**config.mk**
```make
export PLATFORM = sky130hd
export DESIGN_NAME = out_strobe_seq
export DESIGN_NICKNAME = d
export VERILOG_FILES = /design/src/rtl/ose_pkg.sv /design/src/rtl/ose_phase_ctrl.sv /design/src/rtl/ose_out_stage.sv /design/src/rtl/out_strobe_seq.sv
export SDC_FILE = /design/constraint.sdc
export NUM_CORES = 1
export LEC_CHECK = 0
export BUFFER_PORTS_ARGS = -buffer_cell sky130_fd_sc_hd__buf_4
export CORE_UTILIZATION = 43
export CTS_CLUSTER_DIAMETER = 120
export DETAILED_ROUTE_END_ITERATION = 7
export PLACE_DENSITY = 0.73
export SLEW_MARGIN = 20
export SYNTH_ARGS = -nofsm -noshare
export SYNTH_HDL_FRONTEND = slang
export SYNTH_SLANG_ARGS = --single-unit
```
**constraint.sdc**
```tcl
create_clock -name clk_i -period 1.2 [get_ports clk_i]
set_input_delay 0.18 -clock clk_i [delete_from_list [all_inputs] [get_ports clk_i]]
set_output_delay 0.18 -clock clk_i [all_outputs]
set_load 0.02 [all_outputs]
```
**src/rtl/ose_pkg.sv**
```systemverilog
package ose_pkg;
    localparam int DEF_DATA_W = 10;
    localparam int DEF_ID_W   = 4;

    typedef enum logic {
        PH_IDLE = 1'b0,
        PH_RUN  = 1'b1
    } phase_e;
endpackage

```
**src/rtl/ose_phase_ctrl.sv**
```systemverilog
module ose_phase_ctrl
    import ose_pkg::*;
#(
    parameter int ID_W = DEF_ID_W
) (
    input  logic            clk_i,
    input  logic            rst_i,
    input  logic            start_i,
    input  logic            mode_i,
    input  logic [ID_W-1:0] cfg_last_i,
    input  logic            res_valid_i,
    input  logic            stb_q_i,
    input  logic [ID_W-1:0] id_q_i,
    output logic            take_o,
    output logic [ID_W-1:0] cnt_o,
    output logic            active_o,
    output logic            ready_o
);
    typedef struct packed {
        phase_e          ph;
        logic            rdy;
        logic [ID_W-1:0] last;
        logic [ID_W-1:0] cnt;
    } ctrl_t;

    ctrl_t ctrl_d, ctrl_q;

    always_comb begin
        ctrl_d = ctrl_q;
        if (ctrl_q.ph == PH_IDLE) begin
            if (start_i && !mode_i) begin
                ctrl_d.ph   = PH_RUN;
                ctrl_d.last = cfg_last_i;
                ctrl_d.cnt  = '0;
                ctrl_d.rdy  = (cfg_last_i != '0);
            end
        end else begin
            if (res_valid_i) begin
                ctrl_d.cnt = ctrl_q.cnt + 1'b1;
            end
            if (stb_q_i && (ctrl_q.last != '0) && (id_q_i == ctrl_q.last - 1'b1)) begin
                ctrl_d.rdy = 1'b0;
            end
            if (stb_q_i && (id_q_i == ctrl_q.last)) begin
                ctrl_d.ph = PH_IDLE;
            end
        end
    end

    always_ff @(posedge clk_i) begin
        if (rst_i) begin
            ctrl_q.ph   <= PH_IDLE;
            ctrl_q.rdy  <= 1'b1;
            ctrl_q.last <= '0;
            ctrl_q.cnt  <= '0;
        end else begin
            ctrl_q <= ctrl_d;
        end
    end

    assign take_o   = (ctrl_q.ph == PH_RUN) && res_valid_i;
    assign cnt_o    = ctrl_q.cnt;
    assign active_o = (ctrl_q.ph == PH_RUN);
    assign ready_o  = ctrl_q.rdy;
endmodule

```
**src/rtl/ose_out_stage.sv**
```systemverilog
module ose_out_stage
    import ose_pkg::*;
#(
    parameter int DATA_W = DEF_DATA_W,
    parameter int ID_W   = DEF_ID_W
) (
    input  logic              clk_i,
    input  logic              rst_i,
    input  logic              take_i,
    input  logic [DATA_W-1:0] data_i,
    input  logic [ID_W-1:0]   cnt_i,
    output logic              stb_o,
    output logic [DATA_W-1:0] data_o,
    output logic [ID_W-1:0]   id_o
);
    typedef struct packed {
        logic              stb;
        logic [DATA_W-1:0] data;
        logic [ID_W-1:0]   id;
    } out_t;

    out_t out_d, out_q;

    always_comb begin
        out_d     = out_q;
        out_d.stb = take_i;
        if (take_i) begin
            out_d.data = data_i;
            out_d.id   = cnt_i;
        end
    end

    always_ff @(posedge clk_i) begin
        if (rst_i) begin
            out_q <= '0;
        end else begin
            out_q <= out_d;
        end
    end

    assign stb_o  = out_q.stb;
    assign data_o = out_q.data;
    assign id_o   = out_q.id;
endmodule

```
**src/rtl/out_strobe_seq.sv**
```systemverilog
module out_strobe_seq
    import ose_pkg::*;
#(
    parameter int DATA_W = DEF_DATA_W,
    parameter int ID_W   = DEF_ID_W
) (
    input  logic              clk_i,
    input  logic              rst_i,
    input  logic              start_i,
    input  logic [ID_W-1:0]   cfg_last_i,
    input  logic              mode_i,
    input  logic              res_valid_i,
    input  logic [DATA_W-1:0] res_data_i,
    output logic              strobe_o,
    output logic [DATA_W-1:0] data_o,
    output logic [ID_W-1:0]   id_o,
    output logic              active_o,
    output logic              acq_ready_o
);
    logic            take;
    logic [ID_W-1:0] cnt;

    ose_phase_ctrl #(.ID_W(ID_W)) u_ctrl (
        .clk_i      (clk_i),
        .rst_i      (rst_i),
        .start_i    (start_i),
        .mode_i     (mode_i),
        .cfg_last_i (cfg_last_i),
        .res_valid_i(res_valid_i),
        .stb_q_i    (strobe_o),
        .id_q_i     (id_o),
        .take_o     (take),
        .cnt_o      (cnt),
        .active_o   (active_o),
        .ready_o    (acq_ready_o)
    );

    ose_out_stage #(.DATA_W(DATA_W), .ID_W(ID_W)) u_out (
        .clk_i (clk_i),
        .rst_i (rst_i),
        .take_i(take),
        .data_i(res_data_i),
        .cnt_i (cnt),
        .stb_o (strobe_o),
        .data_o(data_o),
        .id_o  (id_o)
    );
endmodule

```
== After elaboration in Yosys (flattened, before gate mapping) ==
Cells that the tools add are included.
Cells by class
  equality and inequality tests: 4
  mux-type cells: 6
  reductions and logical operators: 12
  add/subtract/negate cells: 2
  bitwise logic cells: 1
Operators by type and width (number)
  $mux W10: 1
  $eq A4 B4 Y1: 2
  $mux W4: 2
  $reduce_bool A4 Y1: 2
  $reduce_and A2 Y1: 3
  $logic_and A1 B1 Y1: 5
  $add A4 B1 Y4 const B: 1
  $ne A2 B2 Y1 const B: 2
  $sub A4 B1 Y4 const B: 1
  $mux W1: 2
  $mux W2: 1
  $reduce_bool A2 Y1: 1
  $logic_not A1 Y1: 1
  $not A1 Y1: 1
Word-level totals
  flip-flop bits (word level): 25

== Longest topological paths before layout ==
Gate-level depths: netlist of the first run.
  word-level depth: 5
  depth in mapped cells: 6
  gate-level depth less buffers: 6

== Cells and area by module ==
From an unflattened synthesis of the first run, not the netlist that was laid out.
Second synthesis, totals
  cell total of the unflattened synthesis: 115
  area total of the unflattened synthesis: 1122.3 um2
Modules (own cells, without submodules)
  ose_phase_ctrl: cells an instance 68, sequential area each 200.2 um2, area each 586.8 um2, instances 1
  ose_out_stage: cells an instance 47, sequential area each 300.3 um2, area each 535.5 um2, instances 1

== Worst setup path after synthesis of the first run ==
No wires, ideal clock.
  kind: reg-to-reg
  start: register u_ctrl.ctrl_q (netlist bit u_ctrl.active_o)
  end: register u_ctrl.ctrl_q (netlist bit u_ctrl.ready_o)
  setup slack: -0.134 ns
  clock period less this slack: 1.334 ns
  arrival: 1.205 ns
  cell stages (with the launch flop): 5
  required time: 1.071 ns
  cells stage by stage: dfxtp_1 or3b_1 buf_6 a211oi_2 a31oi_2
Between the ends
  cells in the longest elaborated chain, start to end: 2
RTL lines
  start, declared: RTL line ose_phase_ctrl.sv:26  | ctrl_t ctrl_d, ctrl_q;
  start signal, assigned: RTL line ose_phase_ctrl.sv:57  | ctrl_q <= ctrl_d;
  $ne A2 B2 Y1 (no line) or $reduce_bool A2 Y1 (tied branches)
  $reduce_and A2 Y1 (no line)
Parallel ways exist; a longest one is shown, timed or not.
A chain may end at the register's enable or synchronous reset.

== Worst setup path after layout of the first run ==
Ends and elaborated chain as after synthesis.

==> summary.md, run 1 <==
| Metric | Value |
|---|---|
| Outcome | `finished with violations` |
| Failing checks | `negative setup slack` |
| Post-Route WL | `2.600 mm` |
| Post-Syn Area | `1064 um^2` |
| Die area | `2676 um^2` |
| CP Capture Type | `flip-flop` |
| Worst vdd ir | `0.8828 mV` |
| Placed inst area | `around 1400 um^2` |
| R2R depth | `3` |
| Final Non-Filler Cells | `208` |
| Worst hold stages | `3` |
| Slew margin rel. | `81.45%` |
| Hold buffers post-CTS | `0` |
| Adder-cell share of the synthesized area | `2.353%` |
| Layout Utilization | `67.12%` |
| Synth-to-layout area growth | `43.65%` |
| Clock Skew | `0.007345 ns` |
| Flops & latches, synth | `25` |
| Initial antenna violation count | `0` |
| Post-synthesis simple-gate area fraction | `25.88%` |
| Dpl ws | `-0.1153 ns` |
| Sequential area share after synthesis | `47.06%` |
| Period utilization | `101.0%` |
| Yosys warnings | `0` |
| Cells along the critical path | `or3b_4 > a211oi_2 > a31oi_2` |
| Die Y | `51.73 um` |
| Crit Path Max Fanout | `5` |
| Worst Path Buf+Inv | `0` |
| TritonCTS clock tree | `built` |
| Pwr Density | `between 900 and 1000 nW/um^2` |
| Final Hold Viols | `0` |
| Main combinational cell family by area after synthesis | `simple AND/OR/NAND/NOR gates` |
| Yosys cell types | `28` |
| Syn_area_per_cell | `8.118 um^2` |
| Syn Nets | `152` |
| Initial DRC Count | `26` |
| Routed Antenna Nets | `0` |
| # rows | `17` |
| Critical path depth | `3` |
| Fraction of layout cells with a size suffix above 1 | `39.44%` |
| Number of port buffers | `35` |
| Antenna diodes | `0` |
| Leakage power | `0.6380 nW` |
| Via count | `around 1.1k` |
| Synth Area in Compound Gates | `14.71%` |
| Min Tclk post-route | `about 1.2 ns` |
| Fin area | `1528 um^2` |
| Crit-path max cell delay | `0.45 ns` |
| Mux contribution to synthesized area | `0%` |
| GPL Wtd Cong | `0.8239` |
| Worst setup SP type | `flip-flop` |
| Slowest CP cell | `or3b_4` |
| Final Setup Violations | `2` |
| H-tree lvl count | `1` |
| Final worst slack | `-0.01152 ns` |
| Unrepaired setup endpoints after global routing | `yes` |
| Clock-pin slew on the worst setup and hold paths | `between 0.1 and 0.15 ns` |
| Layout Nets | `202` |
| Core Box Area | `2276 um^2` |
| Worst endpoint required time | `approximately 1.4 ns` |
| # clock sinks | `25` |
| Top cell family by delay on the critical path | `simple AND/OR/NAND/NOR gates` |
| Dpl hpwl | `roughly 1.8 mm` |
| Vias per std cell | `5.260` |
| Max-slew violations | `0` |
| Fillers | `188` |
| First-pass DRT Iterations | `4` |
| Root buf cell | `clkbuf_4` |
| Tot GR Track Use | `a little over a fifth` |
| Syn Inst Count | `131` |
| Max-Cap Viols | `0` |
| Clk_lat worst skew | `~0.32 ns` |
| Drc violations | `0` |
| Total grt overflow | `0` |
| Setup Crit Path Kind | `flip-flop to flip-flop` |
| WP data arrival | `1.42 ns` |
| Wirelength per Cell | `12.50 um` |
| Commonest non-fill, non-tap cells in the layout | `buf_4, nand2_1, a21oi_1` |
| Max Freq | `about 830 MHz` |
| Largest net degree at the start of global routing | `27` |
| Setup TNS | `-0.01272 ns` |
| Vias in the first global route | `roughly 1.0k` |
| Initial Utilization | `46.73%` |
| Placed insts | `199` |
| Post-Synth XOR/XNOR Area | `5.765%` |
| IO Pins | `36` |
| HP Class | `input port to flip-flop` |
| Chip width | `51.73 um` |
| First-pass GRT wire length | `4.215 mm` |
| Worst-case clock buffer depth | `2` |
| Slew @ Worst Pin | `0.2746 ns` |
| Commonest non-fill, non-tap cell in the layout | `buf_4` |
| TritonCTS Buffers | `3` |
[routing by layer]
| layer | vias up | part of all wire (%) | routed length [um] | global-route usage, % |
|---|---|---|---|---|
| met1 | 511 | 41 | 1077 | 23.87 |
| met4 | 0 | 1.1 | 29 | 9.910 |
| met3 | 6 | 4.7 | 123 | 4.094 |
| li1 | 534 | - | - | - |
| met2 | 43 | 53 | 1371 | 38.74 |
| met5 | - | 0 | 0 | 0 |
[cells in the mapped netlist]
library cell | number | share of area (%)
nand2_1 | 42 | 15
dfxtp_1 | 25 | 47
a21oi_1 | 22 | 10
nand2b_1 | 5 | 2.9
xor2_1 | 5 | 4.1
nor3_1 | 3 | 1.4
buf_1 | 2 | 0.71
buf_2 | 2 | 0.94
ha_1 | 2 | 2.4
inv_1 | 2 | 0.71
nand3_1 | 2 | 0.94
nor2_1 | 2 | 0.71
xnor2_1 | 2 | 1.6
a211oi_2 | 1 | 1.2
a31oi_1 | 1 | 0.59
a31oi_2 | 1 | 1.2
and2_1 | 1 | 0.59
buf_6 | 1 | 1.1
clkbuf_1 | 1 | 0.35
clkbuf_2 | 1 | 0.47
nand3b_1 | 1 | 0.71
nand4_1 | 1 | 0.59
nor2_4 | 1 | 1.1
nor3b_1 | 1 | 0.71
nor4_1 | 1 | 0.59
o22ai_1 | 1 | 0.59
o41ai_1 | 1 | 0.82
or3b_1 | 1 | 0.82
[registers in the layout, indices dropped and copies added, names as in the netlist]
signal           flops
u_ctrl.ready_o       1
u_ctrl.cnt_o         4
u_out.data_o        10
u_ctrl.ctrl_q        4
u_out.id_o           4
u_out.stb_o          1
u_ctrl.active_o      1
[tightest hold or removal path, cell delays in order]
cell,delay [ns]
buf_4,0.11
nand2_1,0.04
a21oi_1,0.05
[through the flow]
step           total power, mW  hold slack (ns)
2_1_floorplan            1.015           0.3160
5_1_grt                  1.588          0.06722
3_5_place_dp             1.124           0.4345
3_3_place_gp             1.113           0.4256
4_1_cts                  1.509          0.07819
6_report                 1.509          0.08865
[cell families after synthesis]
group / count (synthesis)
fa+ha+maj: 2
flops: 25
simple gates: 61
compound gates: 27
xor+xnor: 7
buf+inv: 9
[layout make-up]
type                            count  area, um^2  area share [%]
Clock inverter                      1       5.005          0.3276
Timing Repair Buffer               51       390.4           25.55
Clock buffer                        3       22.52           1.474
Sequential cell                    25       509.2           33.33
Inverter                            2       7.507          0.4914
Tap cell                           28       35.03           2.293
Multi-Input combinational cell     98       558.0           36.53
[report_power, final]
| part | internal, mW | total [mW] | switching, mW | leakage (nW) |
|---|---|---|---|---|
| Sequential | 0.856 | 0.875 | 0.0193 | 0.205 |
| Combinational | 0.135 | 0.265 | 0.130 | 0.415 |
| Clock | 0.125 | 0.370 | 0.245 | 0.0177 |
| Total | 1.12 | 1.51 | 0.394 | 0.638 |
[final timing paths]
| check | from | end | slack [ns] |
|---|---|---|---|
| worst max-delay path | u_ctrl.active_o$_SDFF_PP0_ | u_ctrl.ready_o$_SDFFE_PP1P_ | -0.01 |
| worst min-delay path | res_data_i[5] | u_out.data_o[5]$_SDFFE_PP0P_ | 0.09 |
| worst min register to register | u_out.data_o[0]$_SDFFE_PP0P_ | u_out.data_o[0]$_SDFFE_PP0P_ | 0.47 |
| worst max register to register | u_ctrl.active_o$_SDFF_PP0_ | u_ctrl.ready_o$_SDFFE_PP1P_ | -0.01 |
[what timing repair did]
action,4_1_cts,5_1_grt
pin swaps,8,3
setup endpoints to repair,8,10
gates cloned,1,0
setup buffers,1,3
resized for setup,8,5
(Power assumes the default switching activity.)
==> run 2, diff against run 1 <==
--- a/config.mk
+++ b/config.mk
@@ -10,7 +10,9 @@
 export CTS_CLUSTER_DIAMETER = 120
 export DETAILED_ROUTE_END_ITERATION = 7
 export PLACE_DENSITY = 0.73
+export SETUP_SLACK_MARGIN = 0.3
 export SLEW_MARGIN = 20
 export SYNTH_ARGS = -nofsm -noshare
 export SYNTH_HDL_FRONTEND = slang
 export SYNTH_SLANG_ARGS = --single-unit
+export TNS_END_PERCENT = 5
==> run 2 against run 1 <==
  * The flow still finishes with violations (negative setup slack)
  * Cell count rose by 0.48%
  * Clock power decreased by 1%
  * Global-route usage grew 0.93 points
  * Flip-flop and latch count is the same
  * Sequential share of layout area shrank 1.7 points
  * Highest routed layer unchanged
  * Clock skew is essentially flat
  * Setup slack worse by 0.0098 ns
  * Utilization is 6.5 points higher
  * First-iteration DRC count is 31% higher
  * Die area did not move
==> summary.md, run 2 (synthesis gave the netlist of run 1 again) <==
| Metric | Value |
|---|---|
| Outcome | `finished with violations` |
| Failing checks | `negative setup slack` |
| Worst vdd ir | `0.8831 mV` |
| Setup Crit Path Kind | `flip-flop to flip-flop` |
| Unrepaired setup endpoints after global routing | `yes` |
| Fin area | `1675 um^2` |
| First-pass DRT Iterations | `4` |
| Synth-to-layout area growth | `57.53%` |
| Max-Cap Viols | `0` |
| Vias in the first global route | `1,055` |
| Worst setup SP type | `flip-flop` |
| Core Box Area | `2276 um^2` |
| Critical path depth | `3` |
| Tot GR Track Use | `roughly 22%` |
| Worst hold stages | `3` |
| Min Tclk post-route | `between 1 and 1.5 ns` |
| Antenna diodes | `0` |
| Crit Path Max Fanout | `5` |
| Root buf cell | `clkbuf_4` |
| Worst endpoint required time | `1.40 ns` |
| Fraction of layout cells with a size suffix above 1 | `between 50% and 60%` |
| HP Class | `input port to flip-flop` |
| Initial DRC Count | `34` |
| Slew @ Worst Pin | `0.2678 ns` |
| Dpl hpwl | `between 1.5 and 2 mm` |
| Clock Skew | `0.006931 ns` |
| Final Non-Filler Cells | `209` |
| Period utilization | `101.8%` |
| Total grt overflow | `0` |
| R2R depth | `3` |
| CP Capture Type | `flip-flop` |
| Max Freq | `just over 800 MHz` |
| # rows | `17` |
| Layout Utilization | `about 74%` |
| Clk_lat worst skew | `0.31 ns` |
| Vias per std cell | `5.148` |
| Die area | `2676 um^2` |
| Slowest CP cell | `or3b_4` |
| Wirelength per Cell | `about 13 um` |
| Placed inst area | `1418 um^2` |
| Routed Antenna Nets | `0` |
| Largest net degree at the start of global routing | `27` |
| Clock-pin slew on the worst setup and hold paths | `approximately 0.13 ns` |
| Max-slew violations | `0` |
| Max reg flops | `10` |
| Drc violations | `0` |
| Top cell family by delay on the critical path | `simple AND/OR/NAND/NOR gates` |
| Post-Route WL | `roughly 2.8 mm` |
| Worst r2r src | `u_ctrl.active_o$_SDFF_PP0_` |
| Setup TNS | `-0.02135 ns` |
| Initial Utilization | `46.73%` |
| Slew margin rel. | `82.14%` |
| Final worst slack | `-0.02135 ns` |
| Placed insts | `a little under 200` |
| Via count | `1,076` |
| Commonest non-fill, non-tap cell in the layout | `nand2_1` |
| Critical path origin | `u_ctrl.active_o$_SDFF_PP0_` |
| Crit-path max cell delay | `0.45 ns` |
| Pwr Density | `916.8 nW/um^2` |
| IO Pins | `36` |
| TritonCTS clock tree | `built` |
| Initial antenna violation count | `0` |
| Hold Crit Start | `res_data_i[0]` |
| Chip width | `51.73 um` |
| TritonCTS Buffers | `3` |
| First-pass GRT wire length | `4.429 mm` |
| Leakage power | `0.6745 nW` |
| Cells along the critical path | `or3b_4 > a211oi_2 > a31oi_2` |
| Worst-case clock buffer depth | `2` |
| Commonest non-fill, non-tap cells in the layout | `nand2_1, buf_4, buf_6` |
| Final Setup Violations | `1` |
| Die Y | `51.73 um` |
| Layout Nets | `203` |
| H-tree lvl count | `1` |
| Worst Path Buf+Inv | `0` |
| Final Hold Viols | `0` |
| # clock sinks | `25` |
| Number of port buffers | `35` |
| WP data arrival | `1.42 ns` |
| GPL Wtd Cong | `0.8239` |
run 2: path summary, 6_finish.rpt:
kind | slack (ns) | end
min reg2reg | 0.47 | u_out.data_o[1]$_SDFFE_PP0P_
max | -0.02 | u_ctrl.ready_o$_SDFFE_PP1P_
max reg2reg | -0.02 | u_ctrl.ready_o$_SDFFE_PP1P_
min | 0.09 | u_out.data_o[0]$_SDFFE_PP0P_
run 2: through the flow:
step           total power [mW]  setup slack, ns  hold slack [ns]
3_3_place_gp              1.113         -0.06087           0.4256
5_1_grt                   1.625         -0.05820          0.05816
2_1_floorplan             1.015         -0.02005           0.3160
6_report                  1.536         -0.02135          0.08541
3_5_place_dp              1.124          -0.1153           0.4345
4_1_cts                   1.532        -0.008727          0.07102
run 2: metal layers:
metal | wire length (um) | global-route usage (%)
met3 | 82 | 3.509
met1 | 1168 | 25.14
met4 | 13 | 9.009
met2 | 1495 | 41.34
met5 | 0 | 0
run 2: cell type report:
class                           count  area, um^2
Clock inverter                      1       5.005
Fill cell                         157       600.6
Timing Repair Buffer               52       488.0
Clock buffer                        3       22.52
Inverter                            2       7.507
Sequential cell                    25       530.5
Tap cell                           28       35.03
Multi-Input combinational cell     98       586.8
run 2: report_power, final:
| group | internal [mW] | total (mW) | leakage (nW) | switching, mW |
|---|---|---|---|---|
| clock | 0.125 | 0.366 | 0.0177 | 0.241 |
| combinational | 0.154 | 0.291 | 0.444 | 0.137 |
| sequential | 0.856 | 0.879 | 0.213 | 0.0235 |
run 2: worst min-delay path, cell delays in order:
cell	delay [ns]
buf_4	0.11
nand2_2	0.04
a21oi_1	0.05
run 2: what timing repair did:
action | 4_1_cts | 5_1_grt
gates cloned | 1 | 0
setup buffers | 2 | 3
hold buffers | 0 | 0
pin swaps | 11 | 2
resized for setup | 49 | 9
setup endpoints to repair | 42 | 42
